## src/rtl/tmr16_pkg.sv

```systemverilog
package tmr16_pkg;
  localparam logic [1:0] ADR_LO  = 2'd0;
  localparam logic [1:0] ADR_HI  = 2'd1;
  localparam logic [1:0] ADR_CTL = 2'd2;

  localparam int CB_RUN  = 0;
  localparam int CB_WIDE = 1;
  localparam int CB_SEL  = 4;
  localparam int CB_OVF  = 7;

  // Control byte image from its fields.
  function automatic logic [7:0] ctl_image(input logic run, input logic wide,
                                           input logic [1:0] sel, input logic ovf);
    logic [7:0] v;
    v = '0;
    v[CB_RUN]  = run;
    v[CB_WIDE] = wide;
    v[CB_SEL +: 2] = sel;
    v[CB_OVF]  = ovf;
    return v;
  endfunction
endpackage

```

## src/rtl/tmr16_prescaler.sv

```systemverilog
module tmr16_prescaler #(
  parameter int SEL_W = 2
) (
  input  logic             clk,
  input  logic             rst_n,
  input  logic             en,
  input  logic             clr,
  input  logic [SEL_W-1:0] sel,
  output logic             fire
);
  localparam int PS_W = (1 << SEL_W) - 1;

  logic [PS_W-1:0] ps_cnt;
  logic [PS_W-1:0] mask;

  always_comb begin
    mask = '0;
    for (int i = 0; i < PS_W; i++) mask[i] = (i < int'(sel));
  end

  assign fire = en && !clr && ((ps_cnt & mask) == mask);

  always_ff @(posedge clk) begin
    if (!rst_n)   ps_cnt <= '0;
    else if (clr) ps_cnt <= '0;
    else if (en)  ps_cnt <= ps_cnt + 1'b1;
  end

  // a low-byte write leaves the prescaler at zero
  assert_ps_clear_R7: assert property (@(posedge clk) disable iff (!rst_n)
    clr |=> ps_cnt == '0);
  // no qualifying tick, no prescaler motion
  assert_ps_hold_R8: assert property (@(posedge clk) disable iff (!rst_n)
    (!en && !clr) |=> $stable(ps_cnt));
endmodule

```

## src/rtl/tmr16_counter.sv

```systemverilog
module tmr16_counter #(
  parameter int BYTE_W = 8
) (
  input  logic                clk,
  input  logic                rst_n,
  input  logic                ld_lo,
  input  logic                ld_hi,
  input  logic [BYTE_W-1:0]   lo_val,
  input  logic [BYTE_W-1:0]   hi_val,
  input  logic                inc,
  output logic [2*BYTE_W-1:0] cnt,
  output logic                wrap
);
  localparam int CNT_W = 2 * BYTE_W;

  logic ld_any;
  assign ld_any = ld_lo || ld_hi;
  assign wrap   = inc && !ld_any && (cnt == {CNT_W{1'b1}});

  always_ff @(posedge clk) begin
    if (!rst_n) cnt <= '0;
    else if (ld_any) begin
      if (ld_lo) cnt[BYTE_W-1:0]     <= lo_val;
      if (ld_hi) cnt[CNT_W-1:BYTE_W] <= hi_val;
    end else if (inc) cnt <= cnt + 1'b1;
  end

  // a bare increment steps by one
  assert_step_R8: assert property (@(posedge clk) disable iff (!rst_n)
    (inc && !ld_any) |=> cnt == CNT_W'($past(cnt) + 1'b1));
  // a load on an increment edge takes the written value
  assert_load_wins_R10: assert property (@(posedge clk) disable iff (!rst_n)
    (ld_lo && inc) |=> cnt[BYTE_W-1:0] == $past(lo_val));
endmodule

```

## src/rtl/tmr16_shadow.sv

```systemverilog
module tmr16_shadow #(
  parameter int BYTE_W = 8
) (
  input  logic              clk,
  input  logic              rst_n,
  input  logic              snap,
  input  logic [BYTE_W-1:0] snap_val,
  input  logic              put,
  input  logic [BYTE_W-1:0] put_val,
  output logic [BYTE_W-1:0] shadow
);
  always_ff @(posedge clk) begin
    if (!rst_n)    shadow <= '0;
    else if (snap) shadow <= snap_val;
    else if (put)  shadow <= put_val;
  end
endmodule

```

## src/rtl/tmr16_regs.sv

```systemverilog
module tmr16_regs
  import tmr16_pkg::*;
#(
  parameter int BYTE_W = 8,
  parameter int SEL_W  = 2
) (
  input  logic              clk,
  input  logic              rst_n,
  input  logic              tick_en,
  input  logic              bus_rd,
  input  logic              bus_wr,
  input  logic [1:0]        bus_addr,
  input  logic [BYTE_W-1:0] bus_wdata,
  output logic [BYTE_W-1:0] bus_rdata,
  output logic              ovf_flag
);
  localparam int CNT_W = 2 * BYTE_W;

  logic             run, wide, ovf;
  logic [SEL_W-1:0] sel;
  logic [CNT_W-1:0] cnt;
  logic [BYTE_W-1:0] shadow, hi_val;
  logic wr_lo, wr_hi, wr_ctl, rd_lo, ld_hi, fire, wrap;

  assign wr_lo  = bus_wr && (bus_addr == ADR_LO);
  assign wr_hi  = bus_wr && (bus_addr == ADR_HI);
  assign wr_ctl = bus_wr && (bus_addr == ADR_CTL);
  assign rd_lo  = bus_rd && (bus_addr == ADR_LO);
  assign ld_hi  = (wr_lo && wide) || (wr_hi && !wide);
  assign hi_val = wide ? shadow : bus_wdata;

  tmr16_prescaler #(.SEL_W(SEL_W)) u_ps (
    .clk(clk), .rst_n(rst_n), .en(tick_en && run), .clr(wr_lo),
    .sel(sel), .fire(fire));

  tmr16_counter #(.BYTE_W(BYTE_W)) u_cnt (
    .clk(clk), .rst_n(rst_n), .ld_lo(wr_lo), .ld_hi(ld_hi),
    .lo_val(bus_wdata), .hi_val(hi_val), .inc(fire), .cnt(cnt), .wrap(wrap));

  tmr16_shadow #(.BYTE_W(BYTE_W)) u_sh (
    .clk(clk), .rst_n(rst_n), .snap(rd_lo && wide), .snap_val(cnt[CNT_W-1:BYTE_W]),
    .put(wr_hi && wide), .put_val(bus_wdata), .shadow(shadow));

  always_ff @(posedge clk) begin
    if (!rst_n) begin
      run <= 1'b0; wide <= 1'b0; sel <= '0; ovf <= 1'b0;
    end else begin
      if (wr_ctl) begin
        run  <= bus_wdata[CB_RUN];
        wide <= bus_wdata[CB_WIDE];
        sel  <= bus_wdata[CB_SEL +: SEL_W];
      end
      if (wrap) ovf <= 1'b1;
      else if (wr_ctl && bus_wdata[CB_OVF]) ovf <= 1'b0;
    end
  end

  always_comb begin
    unique case (bus_addr)
      ADR_LO:  bus_rdata = cnt[BYTE_W-1:0];
      ADR_HI:  bus_rdata = wide ? shadow : cnt[CNT_W-1:BYTE_W];
      ADR_CTL: bus_rdata = BYTE_W'(ctl_image(run, wide, 2'(sel), ovf));
      default: bus_rdata = '0;
    endcase
  end

  assign ovf_flag = ovf;

  // wide low read snapshots the high byte
  assert_lo_read_snap_R2: assert property (@(posedge clk) disable iff (!rst_n)
    (rd_lo && wide) |=> shadow == $past(cnt[CNT_W-1:BYTE_W]));
  // wide high write does not reach the counter
  assert_hi_write_parked_R4: assert property (@(posedge clk) disable iff (!rst_n)
    (wr_hi && wide && !fire) |=> $stable(cnt));
  // wide low write commits all 16 bits
  assert_lo_commit_R5: assert property (@(posedge clk) disable iff (!rst_n)
    (wr_lo && wide) |=> cnt == {$past(shadow), $past(bus_wdata)});
  // a wrap always leaves the flag set
  assert_ovf_set_R9: assert property (@(posedge clk) disable iff (!rst_n)
    wrap |=> ovf_flag);
endmodule

```

## config.mk

```make
export PLATFORM = sky130hd
export DESIGN_NAME = tmr16_regs
export DESIGN_NICKNAME = d
export VERILOG_FILES = /design/src/rtl/tmr16_pkg.sv /design/src/rtl/tmr16_prescaler.sv /design/src/rtl/tmr16_counter.sv /design/src/rtl/tmr16_shadow.sv /design/src/rtl/tmr16_regs.sv
export SDC_FILE = /design/constraint.sdc
export NUM_CORES = 1
export LEC_CHECK = 0
export BUFFER_PORTS_ARGS = -buffer_cell sky130_fd_sc_hd__buf_2
export CAP_MARGIN = 20
export CORE_AREA = 3 3 101 103
export DETAILED_ROUTE_END_ITERATION = 8
export DIE_AREA = 0 0 104 106
export SLEW_MARGIN = 20
export SYNTH_ARGS = -nofsm -noshare
export SYNTH_HDL_FRONTEND = slang
export SYNTH_SLANG_ARGS = --single-unit
export TNS_END_PERCENT = 5
```

## constraint.sdc

```tcl
create_clock -name clk -period 2.2 [get_ports clk]
set_clock_uncertainty 0.2 [all_clocks]
set_input_delay 0.11 -clock clk [delete_from_list [all_inputs] [get_ports clk]]
set_output_delay 0.11 -clock clk [all_outputs]
set_load 0.05 [all_outputs]
```

==> After elaboration in Yosys (flattened, before gate mapping) <==
Cells that the tools add are included.
{ "totals": {"out_inout_bits": 9, "rom_bits": 0, "ramBits": 0, "latch_bits": 0, "n_memories": 0, "inputBits": 15, "regBits": 32, "word_cells": 58} }
{ "op_classes": {"reduce_logical": 26, "addsub": 2, "shifts": 0, "eq_ne": 6, "bitwise": 2, "n_mul": 0, "mux": 11, "magnitude_cmp": 3, "n_div": 0} }
{ "op_table": {"columns": ["operator", "count"], "rows": [
  ["8-bit two-way mux", 6],
  ["16-bit two-way mux", 2],
  ["8-bit one-hot mux with 3 select lines", 1],
  ["16-bit by 1-bit adder with 16-bit output (second input constant)", 1],
  ["16-bit == test (second input constant)", 1],
  ["1-bit logical AND", 14],
  ["2-bit nonzero test", 3],
  ["1-bit by 2-bit < comparator with 1-bit output (first input constant)", 2],
  ["2-bit by 1-bit != test with 1-bit output (second input constant)", 2],
  ["2-bit AND reduction", 2],
  ["3-bit by 1-bit adder with 3-bit output (second input constant)", 1],
  ["3-bit bitwise AND", 1],
  ["3-bit == test", 1],
  ["1-bit logical NOT", 3],
  ["2-bit by 1-bit == test with 1-bit output (second input constant)", 1],
  ["2-bit == test (second input constant)", 1],
  ["2-bit logical NOT", 1],
  ["1-bit logical OR", 2],
  ["2-bit < comparator (first input constant)", 1],
  ["1-bit two-way mux", 2],
  ["2-bit OR reduction", 1],
  ["1-bit NOT", 1]
]} }

==> Depth between registers and ports, before layout <==
Gate-level depths: netlist of run 1.
{ "depth": {"ltp_word": 9, "depth_mapped": 7, "mapped_depth_nobuf": 6} }

==> Hierarchy <==
Synthesis of run 1 repeated with hierarchy kept, for this count alone.
{ "unflattened": {"hier_cells": 242, "area_unflattened_um2": 2158.3} }
{ "by_module_without_submodules": {"columns": ["mod", "seq_area_each_um2", "cells_each", "instances", "area_each_um2"], "rows": [
  ["tmr16_counter", 320.3, 117, 1, 1006.0],
  ["tmr16_regs", 100.1, 72, 1, 561.8],
  ["tmr16_shadow", 160.2, 35, 1, 440.4],
  ["tmr16_prescaler", 60.1, 18, 1, 150.1]
]} }

==> Worst setup path before layout of run 1 <==
OpenSTA, ideal clock, no wires.
{ "synth_timing": {"path_type": "register -> output", "from": "reg wide", "to": "out bus_rdata[2]", "t_arrival_ns": 2.076, "setup_slack_ns": -0.186, "n_path_buf": 2, "required_ns": 1.890, "stages_incl_launch_ff": 5, "path_cell_list": "dfxtp_1 > buf_4 > buf_2 > mux2i_1 > a211oi_1"} }
{ "synth_via": {"elab_chain_len": 2} }
{ "synth_lines": {"columns": ["item", "line", "text"], "rows": [
  ["start, declared", "tmr16_regs.sv:19", "logic run, wide, ovf;"],
  ["start signal, assigned", "tmr16_regs.sv:50", "wide <= bus_wdata[CB_WIDE];"],
  ["8-bit two-way mux", "tmr16_regs.sv:61", "ADR_HI: bus_rdata = wide ? shadow : cnt[CNT_W-1:BYTE_W];"],
  ["8-bit one-hot mux with 3 select lines", "tmr16_regs.sv:59", "unique case (bus_addr)"],
  ["end, declared", "tmr16_regs.sv:14", "output logic [BYTE_W-1:0] bus_rdata,"]
]} }
No other way between the ends.

==> Worst setup path in the final report of run 1 <==
{ "layout_timing": {"from": "reg u_cnt.cnt[1]", "to": "reg u_cnt.cnt[12]"} }
{ "layout_via": {"elab_chain_len": 3} }
{ "layout_lines": {"columns": ["item", "line", "text"], "rows": [
  ["start, declared", "tmr16_counter.sv:11", "output logic [2*BYTE_W-1:0] cnt,"],
  ["start signal, assigned by index", "tmr16_counter.sv:23", "if (ld_lo) cnt[BYTE_W-1:0] <= lo_val;"],
  ["start signal, assigned by index", "tmr16_counter.sv:24", "if (ld_hi) cnt[CNT_W-1:BYTE_W] <= hi_val;"],
  ["start signal, assigned", "tmr16_counter.sv:25", "end else if (inc) cnt <= cnt + 1'b1;"],
  ["16-bit by 1-bit adder with 16-bit output", "tmr16_counter.sv:25", null],
  ["16-bit two-way mux", "tmr16_counter.sv:25", null],
  ["16-bit two-way mux", "tmr16_counter.sv:22", "else if (ld_any) begin"]
]} }
No other way between the ends. The select of a mux whose other input is x is not followed.
A chain may end at the register's enable or synchronous reset.

==> impl_metrics.py, run 1 <==
metrics = {
    "setup_path": {
        "required_ns": 2.14,
        "setup.worst_path.start": "u_cnt.cnt[1]$_SDFFE_PN0P_",
        "rr_startpoint": "u_cnt.cnt[1]$_SDFFE_PN0P_",
        "rr_worst_depth": 6,
        "start_kind": "register",
        "arrival_ns": 1.91,
        "worstSetupEndpointType": "register",
        "regToRegEndpoint": "u_cnt.cnt[12]$_SDFFE_PN0P_",
        "cp.depth": 6,
        "slowest_delay_ns": 0.39,
        "rrSetupSlack_ns": 0.22,
        "worstPathCellList": "ha_1 -> nand3_1 -> nor3_1 -> a31oi_1 -> o311ai_1 -> o31ai_1",
        "worst-path-buf-inv": 0,
        "critPathMaxFanout": 5,
        "crit_slowest_cell": "dfxtp_1",
        "path_class": "reg2reg",
        "crit_family": "simple AND/OR/NAND/NOR gates",
    },
    "clock_tree": {
        "post_cts_buffers": 0,
        "cts.sinks": 32,
        "htree_levels": 2,
        "insertion_delay_ns": 0.28,
        "root_buffer": "clkbuf_8",
        "cts_tree": "built",
        "cts.path.max_buffers": 2,
        "cts_buffers": 5,
        "clk_pin_slew_worst_paths_ns": 0.07,
    },
    "routing": {
        "drt-wirelength-per-cell_um": 15.04,
        "drc": 0,
        "via_count": 2353,
        "wirelength_um": 6872,
        "drt_pre_antenna_iters": 5,
        "antenna_left": 0,
        "post_drt_via_cell_ratio": 5.149,
        "drt_iter0_drc": 286,
    },
    "sta": {
        "fmaxAchievable_mhz": 505.6,
        "whs_ns": 0.03832,
        "finalCritPeriodShare": 0.8990,
        "hold_viol_final": 0,
        "worst_slew_pin_slew_ns": 0.8032,
        "min_period_ns": 1.978,
        "drv_slew": 0,
        "finalSetupViolations": 0,
        "rsz0062_at_grt": "false",
        "fin_tns_setup_ns": 0,
        "slew-limit-headroom": 0.4640,
    },
    "synth": {
        "synth_compound_area_frac": 0.2924,
        "synth_fp_nets": 300,
        "synth_seq_area_share": 0.2965,
        "syn_avg_cell_area_sq_um": 7.635,
        "yosys_most_used_dff": "dfxtp_1",
        "synth_edf_count": 0,
        "synth-adder-area-share": 0.01158,
        "synthSimpleGateAreaFrac": 0.2611,
        "synth.ff_latch_count": 32,
        "syn_area_sq_um": 2161,
        "synth_cell_types": 51,
        "syn_inst": 283,
        "async_reset_ff_frac": 0,
        "synth_xor_area_frac": 0.01216,
        "synth_top_family_by_area": "compound AO/OA/AOI/OAI gates",
        "muxShareOfSynthArea": 0.07991,
        "synth_warnings": 0,
    },
    "floorplanning": {
        "io-pin-count": 24,
        "die_h_um": 106,
        "num_rows": 35,
        "core_sq_um": 9284,
        "die_w_um": 104,
        "start_util": 0.2327,
        "die_area_sq_um": 11020,
    },
    "global_routing": {
        "track_usage": 0.1281,
        "grt.overflow.total": 0,
        "antenna_found_initial": 0,
        "grt_pass1_vias": 2273,
        "grt_first_pass_wirelength_um": 11470,
        "grt_max_degree": 24,
    },
    "placed_design": {
        "hpwlAfterDp_um": 5117,
        "port_buffers": 23,
        "finalWeightedCongestion": 0.9148,
    },
    "layout": {
        "fin_nets": 347,
        "final_common_cell": "nand2_1",
        "fillers": 1036,
        "layout_common_cells": "41 x nand2_1, 32 x dfxtp_1, 30 x nor2_1",
        "antenna_cells": 0,
        "area_growth_pct": 24.90,
        "drive_gt1_frac": 0.1860,
    },
    "power": {
        "p_leak_nw": 0.8922,
        "peakVddDrop_mv": 0.1898,
        "powerDensity_nw_per_um2": 462.7,
    },
    "outcome": {
        "run_status": "finished clean",
    },
    "hold_path": {
        "whs_endpoint": "u_cnt.cnt[11]$_SDFFE_PN0P_",
        "hold_class": "in2reg",
        "min_from": "rst_n",
        "min_path_cells": 2,
    },
    "job": {
        "drv_cap": 0,
    },
}
cell usage after synthesis, types with 2 or more instances:
master    count  area (sq um)
a311oi_1      4         35.03
and3_1        2         12.51
o21a_1        3         22.52
o31ai_1       7         52.55
xnor2_1       2         17.52
clkbuf_1      4         15.01
mux2i_1      15         150.1
a21oi_1      23         115.1
nand2b_1      3         18.77
nor3_1        8         40.04
o311ai_1      4         35.03
o21ai_1       2         10.01
o32ai_1       2         17.52
buf_2         5         25.02
a211oi_1      5         37.54
ha_1          2         25.02
nand4_1       2         12.51
nand3b_1      3         22.52
nor2b_1       3         18.77
o22ai_1       8         50.05
nand3_1      14         70.07
buf_4         3         22.52
a21o_1        3         22.52
o21ai_0      11         55.05
dfxtp_1      32         640.6
a31oi_1       8         50.05
mux2_2        2         22.52
nand2_2       2         12.51
a22oi_1       5         37.54
nor2_1       30         112.6
nand2_1      41         153.9
inv_1         6         22.52
flip-flops by register name, summed over array words and instances, names as in the netlist:
register and count:
u_ps.ps_cnt 3, wide 1, u_sh.shadow 8, sel 2, u_cnt.cnt 16, run 1, ovf_flag 1
logic make-up (layout without fill, tap and decap cells):
family	count (synthesis)	after routing
buffers and inverters	20	65
adders and majority gates	2	2
xor gates and xnor gates	3	3
AOI/OAI and AO/OA	93	93
DFF	32	32
and+or+nand+nor	116	116
muxes	17	17
timing repair:
item / in CTS / in global routing
hold buffers: 13 / 0
endpoints found under the hold margin: 12 / 0
resized for setup: 0 / 0
metal layers:
metal,track usage,vias up,share of wire
met4,0.04368,0,0.021
met1,0.1692,1083,0.44
met2,0.2038,109,0.46
li1,-,1143,-
met3,0.03157,18,0.079
met5,0,-,0
final cells by class:
class	instances	area [sq um]	area share
Clock buffer	5	68.82	0.02550
Inverter	6	22.52	0.008345
Multi-Input combinational cell	231	1425	0.5280
Sequential cell	32	640.6	0.2374
Tap cell	129	161.4	0.05981
Timing Repair Buffer	54	380.4	0.1409
metrics by stage:
step	setup slack (ns)	cell area, sq um	cells	total power, W	utilization
after detailed placement	0.2567	2500	439	0.0008303	0.2693
after CTS	0.2450	2699	457	0.001265	0.2907
after global placement	0.3129	2500	439	0.0008296	0.2693
after floorplan	-0.1863	2166	283	0.0007575	-
after global routing	0.05103	2699	457	0.001307	0.2907
final	0.2223	2699	457	0.001249	0.2907
worst max path at each step:
stage,slack (ns),end
after floorplan,-0.19,bus_rdata[3]
after global placement,0.31,u_cnt.cnt[12]$_SDFFE_PN0P_
after detailed placement,0.26,u_cnt.cnt[12]$_SDFFE_PN0P_
after CTS,0.25,u_cnt.cnt[12]$_SDFFE_PN0P_
after global routing,0.05,u_cnt.cnt[12]$_SDFFE_PN0P_
final,0.22,u_cnt.cnt[12]$_SDFFE_PN0P_
power breakdown:
group	internal (W)	switching (W)
clock	0.000204	0.000208
sequential	0.000592	0.0000172
combinational	0.0000839	0.000143
total	0.000880	0.000369
worst reg2reg max path, stage by stage (launching register included):
cell      delay [ns]
dfxtp_1         0.39
ha_1            0.21
nand3_1         0.17
nor3_1          0.36
a31oi_1         0.14
o311ai_1        0.25
o31ai_1         0.11
(Power assumes the default switching activity.)
==> inputs of run 2 (changes only) <==
- CELL_PAD_IN_SITES_DETAIL_PLACEMENT: default -> 1
- CELL_PAD_IN_SITES_GLOBAL_PLACEMENT: default -> 1
- CORE_AREA: 3 3 101 103 -> 3 3 97 108
- DIE_AREA: 0 0 104 106 -> 0 0 100 111
- PLACE_DENSITY_LB_ADDON: default -> 0.1
==> run 2 against run 1 <==
Net effect: die area up 0.69%; non-clock buffer count up 7; via count down 0.89%; worst hold slack worse by 0.025 ns; critical path depth down 2; clock power up 13%; sequential cell count unchanged; core utilization up 0.21 points; largest cell class unchanged; highest routed layer unchanged.
==> impl_metrics.py, run 2 (synthesized netlist as in run 1, its figures left out) <==
metrics = {
    "outcome": {
        "run_status": "finished clean",
    },
    "floorplanning": {
        "die_area_sq_um": 11100,
        "core_sq_um": 9398,
        "start_util": 0.2299,
        "num_rows": 37,
        "die_h_um": 111,
        "die_w_um": 100,
        "io-pin-count": 24,
    },
    "sta": {
        "whs_ns": 0.01370,
        "finalCritPeriodShare": 0.9378,
        "worst_slew_pin_slew_ns": 0.5322,
        "slew-limit-headroom": 0.6448,
        "min_period_ns": 2.063,
        "fmaxAchievable_mhz": 484.7,
        "hold_viol_final": 0,
        "drv_slew": 0,
        "rsz0062_at_grt": "false",
        "finalSetupViolations": 0,
    },
    "job": {
        "drv_cap": 0,
    },
    "clock_tree": {
        "cts_tree": "built",
        "cts.sinks": 32,
        "clk_pin_slew_worst_paths_ns": 0.08,
        "insertion_delay_ns": 0.29,
        "root_buffer": "clkbuf_8",
        "cts_buffers": 5,
        "htree_levels": 2,
        "cts.path.max_buffers": 2,
    },
    "power": {
        "powerDensity_nw_per_um2": 481.3,
        "p_leak_nw": 0.9419,
        "peakVddDrop_mv": 0.2111,
    },
    "setup_path": {
        "path_class": "reg2out",
        "rrSetupSlack_ns": 0.20,
        "regToRegEndpoint": "u_cnt.cnt[15]$_SDFFE_PN0P_",
        "rr_startpoint": "u_cnt.cnt[4]$_SDFFE_PN0P_",
        "arrival_ns": 1.75,
        "start_kind": "register",
        "critPathMaxFanout": 12,
        "worstSetupEndpointType": "output pin",
        "required_ns": 1.89,
        "rr_worst_depth": 5,
    },
    "global_routing": {
        "antenna_found_initial": 0,
        "grt_first_pass_wirelength_um": 14010,
        "track_usage": 0.1630,
        "grt_max_degree": 19,
        "grt.overflow.total": 0,
        "grt_pass1_vias": 2414,
    },
    "routing": {
        "antenna_left": 0,
        "post_drt_via_cell_ratio": 5.137,
        "drc": 0,
        "wirelength_um": 9003,
        "drt_iter0_drc": 95,
        "via_count": 2332,
        "drt-wirelength-per-cell_um": 19.83,
        "drt_pre_antenna_iters": 4,
    },
    "hold_path": {
        "min_from": "bus_wdata[2]",
        "min_path_cells": 3,
        "whs_endpoint": "u_sh.shadow[2]$_SDFFE_PN0P_",
        "hold_class": "in2reg",
    },
    "layout": {
        "final_area_sq_um": 2751,
        "reg_top3": "u_cnt.cnt x16, u_sh.shadow x8, u_ps.ps_cnt x3",
        "area_growth_pct": 27.33,
        "layout_common_cells": "41 x nand2_1, 31 x dfxtp_1, 30 x nor2_1",
        "regMostFlops": "u_cnt.cnt",
        "final_common_cell": "nand2_1",
        "largest_reg_flops": 16,
        "fin_nets": 354,
        "antenna_cells": 0,
        "drive_gt1_frac": 0.2196,
    },
    "placed_design": {
        "post_dp_cell_area_sq_um": 2537,
        "port_buffers": 23,
        "finalWeightedCongestion": 0.7957,
        "hpwlAfterDp_um": 6828,
    },
}
run 2: worst max-delay path, cell delays in order, from the launching register on:
cell	delay, ns
dfxtp_2	0.45
buf_4	0.28
mux2i_1	0.10
a211oi_1	0.31
buf_2	0.32
run 2: report_power, final:
| part | total [W] | switching (W) | leakage (nW) | internal, W |
|---|---|---|---|---|
| logic | 0.000252 | 0.000160 | 0.641 | 0.0000928 |
| registers | 0.000608 | 0.0000163 | 0.259 | 0.000591 |
| clock network | 0.000464 | 0.000248 | 0.0410 | 0.000216 |
run 2: worst max-delay path by stage:
stage                               from                         end  slack (ns)
2_1_floorplan          wide$_SDFFE_PN0N_                bus_rdata[3]       -0.19
5_1_grt                wide$_SDFFE_PN0N_                bus_rdata[6]        0.05
4_1_cts                wide$_SDFFE_PN0N_                bus_rdata[3]        0.06
6_report               wide$_SDFFE_PN0N_                bus_rdata[6]        0.14
3_3_place_gp   u_cnt.cnt[0]$_SDFFE_PN0P_       ovf_flag$_SDFFE_PN0P_        0.21
3_5_place_dp   u_cnt.cnt[4]$_SDFFE_PN0P_  u_cnt.cnt[15]$_SDFFE_PN0P_        0.19
run 2: cell type report:
class	count	area (sq um)
multi-input cells	231	1433
well taps	117	146.4
clock buffers	6	72.57
clock inverters	1	5.005
fillers	1169	6646
flip-flops and latches	32	641.9
inverters	6	22.52
repair buffers	61	430.4
run 2: per-layer routing:
metal  GRT usage  part of all wire  vias to the layer above
met5           0                 0                        -
met4     0.02965            0.0061                        0
met3     0.01888             0.019                        4
met2      0.2733              0.49                       18
met1      0.2255              0.49                     1156
li1            -                 -                     1154
run 2: timing repair:
item                       CTS  global route
setup endpoints to repair    2             5
hold buffers                11             0
hold endpoints to repair    10             0
pin swaps                    0             1
setup buffers                0             2
gates resized for setup      1             3
run 2: per-stage QoR:
stage | std cells | util | setup WS [ns] | total power (W) | TNS (ns)
4_1_cts | 452 | 0.2901 | 0.05867 | 0.001344 | 0
6_report | 454 | 0.2928 | 0.1369 | 0.001324 | 0
3_5_place_dp | 434 | 0.2700 | 0.1920 | 0.0008574 | 0
2_1_floorplan | 283 | - | -0.1863 | 0.0007575 | -0.3726
5_1_grt | 454 | 0.2928 | 0.05214 | 0.001383 | 0
3_3_place_gp | 434 | 0.2700 | 0.2128 | 0.0008579 | 0
==> inputs of run 3 (changes only) <==
- CTS_BUF_LIST: default -> sky130_fd_sc_hd__clkbuf_4 sky130_fd_sc_hd__clkbuf_8
==> run 3 against run 2 <==
Net effect: die area unchanged; maximum frequency about the same; worst setup slack got worse by 0.0011 ns; critical path depth unchanged; combinational power about the same; core utilization increased by 0.15 points; critical endpoint unchanged; cell count increased by 0.22%; worst hold slack got worse by 0.0053 ns.
==> impl_metrics.py, run 3 (synthesized netlist as in run 1, its figures left out) <==
metrics = {
    "clock_tree": {
        "root_buffer": "clkbuf_8",
        "cts_buffers": 5,
        "htree_levels": 2,
        "cts.path.max_buffers": 2,
        "insertion_delay_ns": 0.29,
        "clk_pin_slew_worst_paths_ns": 0.08,
        "cts_tree": "built",
        "cts.sinks": 32,
    },
    "routing": {
        "wirelength_um": 9028,
        "drt_pre_antenna_iters": 4,
        "drt-wirelength-per-cell_um": 19.84,
        "drc": 0,
        "antenna_left": 0,
        "post_drt_via_cell_ratio": 5.123,
        "drt_iter0_drc": 112,
        "via_count": 2331,
    },
    "setup_path": {
        "worstPathCellList": "buf_4 -> mux2i_1 -> a211oi_1 -> buf_2",
        "path_class": "reg2out",
        "arrival_ns": 1.75,
        "start_kind": "register",
        "cp.depth": 4,
        "worstSetupEndpointType": "output pin",
        "rr_worst_depth": 5,
        "required_ns": 1.89,
        "slowest_delay_ns": 0.45,
        "worst-path-buf-inv": 2,
        "crit_family": "buffers and inverters",
        "crit_slowest_cell": "dfxtp_2",
        "critPathMaxFanout": 12,
    },
    "sta": {
        "slew-limit-headroom": 0.6446,
        "fmaxAchievable_mhz": 484.4,
        "finalCritPeriodShare": 0.9383,
        "drv_slew": 0,
        "worst_slew_pin_slew_ns": 0.5325,
        "hold_viol_final": 0,
        "whs_ns": 0.008424,
        "fin_tns_setup_ns": 0,
        "worst_slack_ns": 0.1358,
        "min_period_ns": 2.064,
        "finalSetupViolations": 0,
        "rsz0062_at_grt": "false",
    },
    "layout": {
        "layout_common_cells": "41 x nand2_1, 31 x dfxtp_1, 30 x nor2_1",
        "fin_nets": 355,
        "layoutNonFillerInstCount": 455,
        "fillers": 1170,
        "antenna_cells": 0,
        "reg_top3": "u_cnt.cnt x16, u_sh.shadow x8, u_ps.ps_cnt x3",
        "multi_input_area_sq_um": 1433,
        "seq_area_sq_um": 641.9,
        "area_growth_pct": 27.97,
        "final_common_cell": "nand2_1",
        "regMostFlops": "u_cnt.cnt",
        "drive_gt1_frac": 0.2219,
        "largest_reg_flops": 16,
    },
    "global_routing": {
        "track_usage": 0.1631,
        "grt_max_degree": 19,
        "grt_pass1_vias": 2418,
        "grt_first_pass_wirelength_um": 14020,
        "grt.overflow.total": 0,
        "antenna_found_initial": 0,
    },
    "power": {
        "powerDensity_nw_per_um2": 484.0,
        "peakVddDrop_mv": 0.2129,
        "p_leak_nw": 0.9470,
    },
    "floorplanning": {
        "start_util": 0.2299,
        "core_sq_um": 9398,
        "num_rows": 37,
        "die_w_um": 100,
        "die_h_um": 111,
        "die_area_sq_um": 11100,
        "io-pin-count": 24,
    },
    "hold_path": {
        "min_path_cells": 3,
        "hold_class": "in2reg",
    },
    "placed_design": {
        "post-place-cells": 434,
        "pre_cts_ws_ns": 0.1920,
        "hpwlAfterDp_um": 6828,
        "port_buffers": 23,
        "finalWeightedCongestion": 0.7957,
    },
    "outcome": {
        "run_status": "finished clean",
    },
    "job": {
        "drv_cap": 0,
    },
}
==> run 3: layout make-up <==
type / instances / share of cell area
Sequential cell: 32 / 0.2321
Clock buffer: 6 / 0.02760
Tap cell: 117 / 0.05294
Multi-Input combinational cell: 231 / 0.5181
Timing Repair Buffer: 62 / 0.1593
Clock inverter: 1 / 0.001810
Inverter: 6 / 0.008145
==> run 3: through the flow <==
step	power, W	cell area, sq um	utilization
after floorplan	0.0007575	2166	-
after global placement	0.0008579	2537	0.2700
after detailed placement	0.0008574	2537	0.2700
after CTS	0.001357	2740	0.2916
after global routing	0.001396	2765	0.2942
final	0.001338	2765	0.2942
==> run 3: worst reg2reg max path, stage by stage, from the launching register on <==
cell and delay (ns):
dfxtp_1 0.47, nand4_1 0.23, nor2_1 0.32, nand3_1 0.16, and3_1 0.20, o311a_1 0.31
==> run 3: timing repair <==
item / CTS / global route
pin swaps: 0 / 1
hold buffers: 12 / 0
endpoints found under the hold margin: 10 / 0
setup endpoints to repair: 2 / 5
setup buffers: 0 / 2
resized for setup: 1 / 3
==> run 3: final timing paths <==
| check | startpoint | end | slack (ns) |
|---|---|---|---|
| worst min-delay path | bus_wdata[2] | u_sh.shadow[2]$_SDFFE_PN0P_ | 0.008 |
| worst min register to register | ovf_flag$_SDFFE_PN0P_ | ovf_flag$_SDFFE_PN0P_ | 0.29 |
| worst max register to register | u_cnt.cnt[4]$_SDFFE_PN0P_ | u_cnt.cnt[15]$_SDFFE_PN0P_ | 0.20 |
| worst max-delay path | wide$_SDFFE_PN0N_ | bus_rdata[6] | 0.14 |
==> run 3: report_power, final <==
part	internal, W	switching, W
Clock	0.000228	0.000249
Combinational	0.0000934	0.000160
Sequential	0.000591	0.0000162
Total	0.000913	0.000425
==> run 3: metal layers <==
layer / track usage / share of wire / vias to the layer above
met3: 0.01888 / 0.020 / 4
met5: 0 / 0 / -
li1: - / - / 1153
met2: 0.2733 / 0.49 / 22
met1: 0.2259 / 0.49 / 1152
met4: 0.02965 / 0.0061 / 0
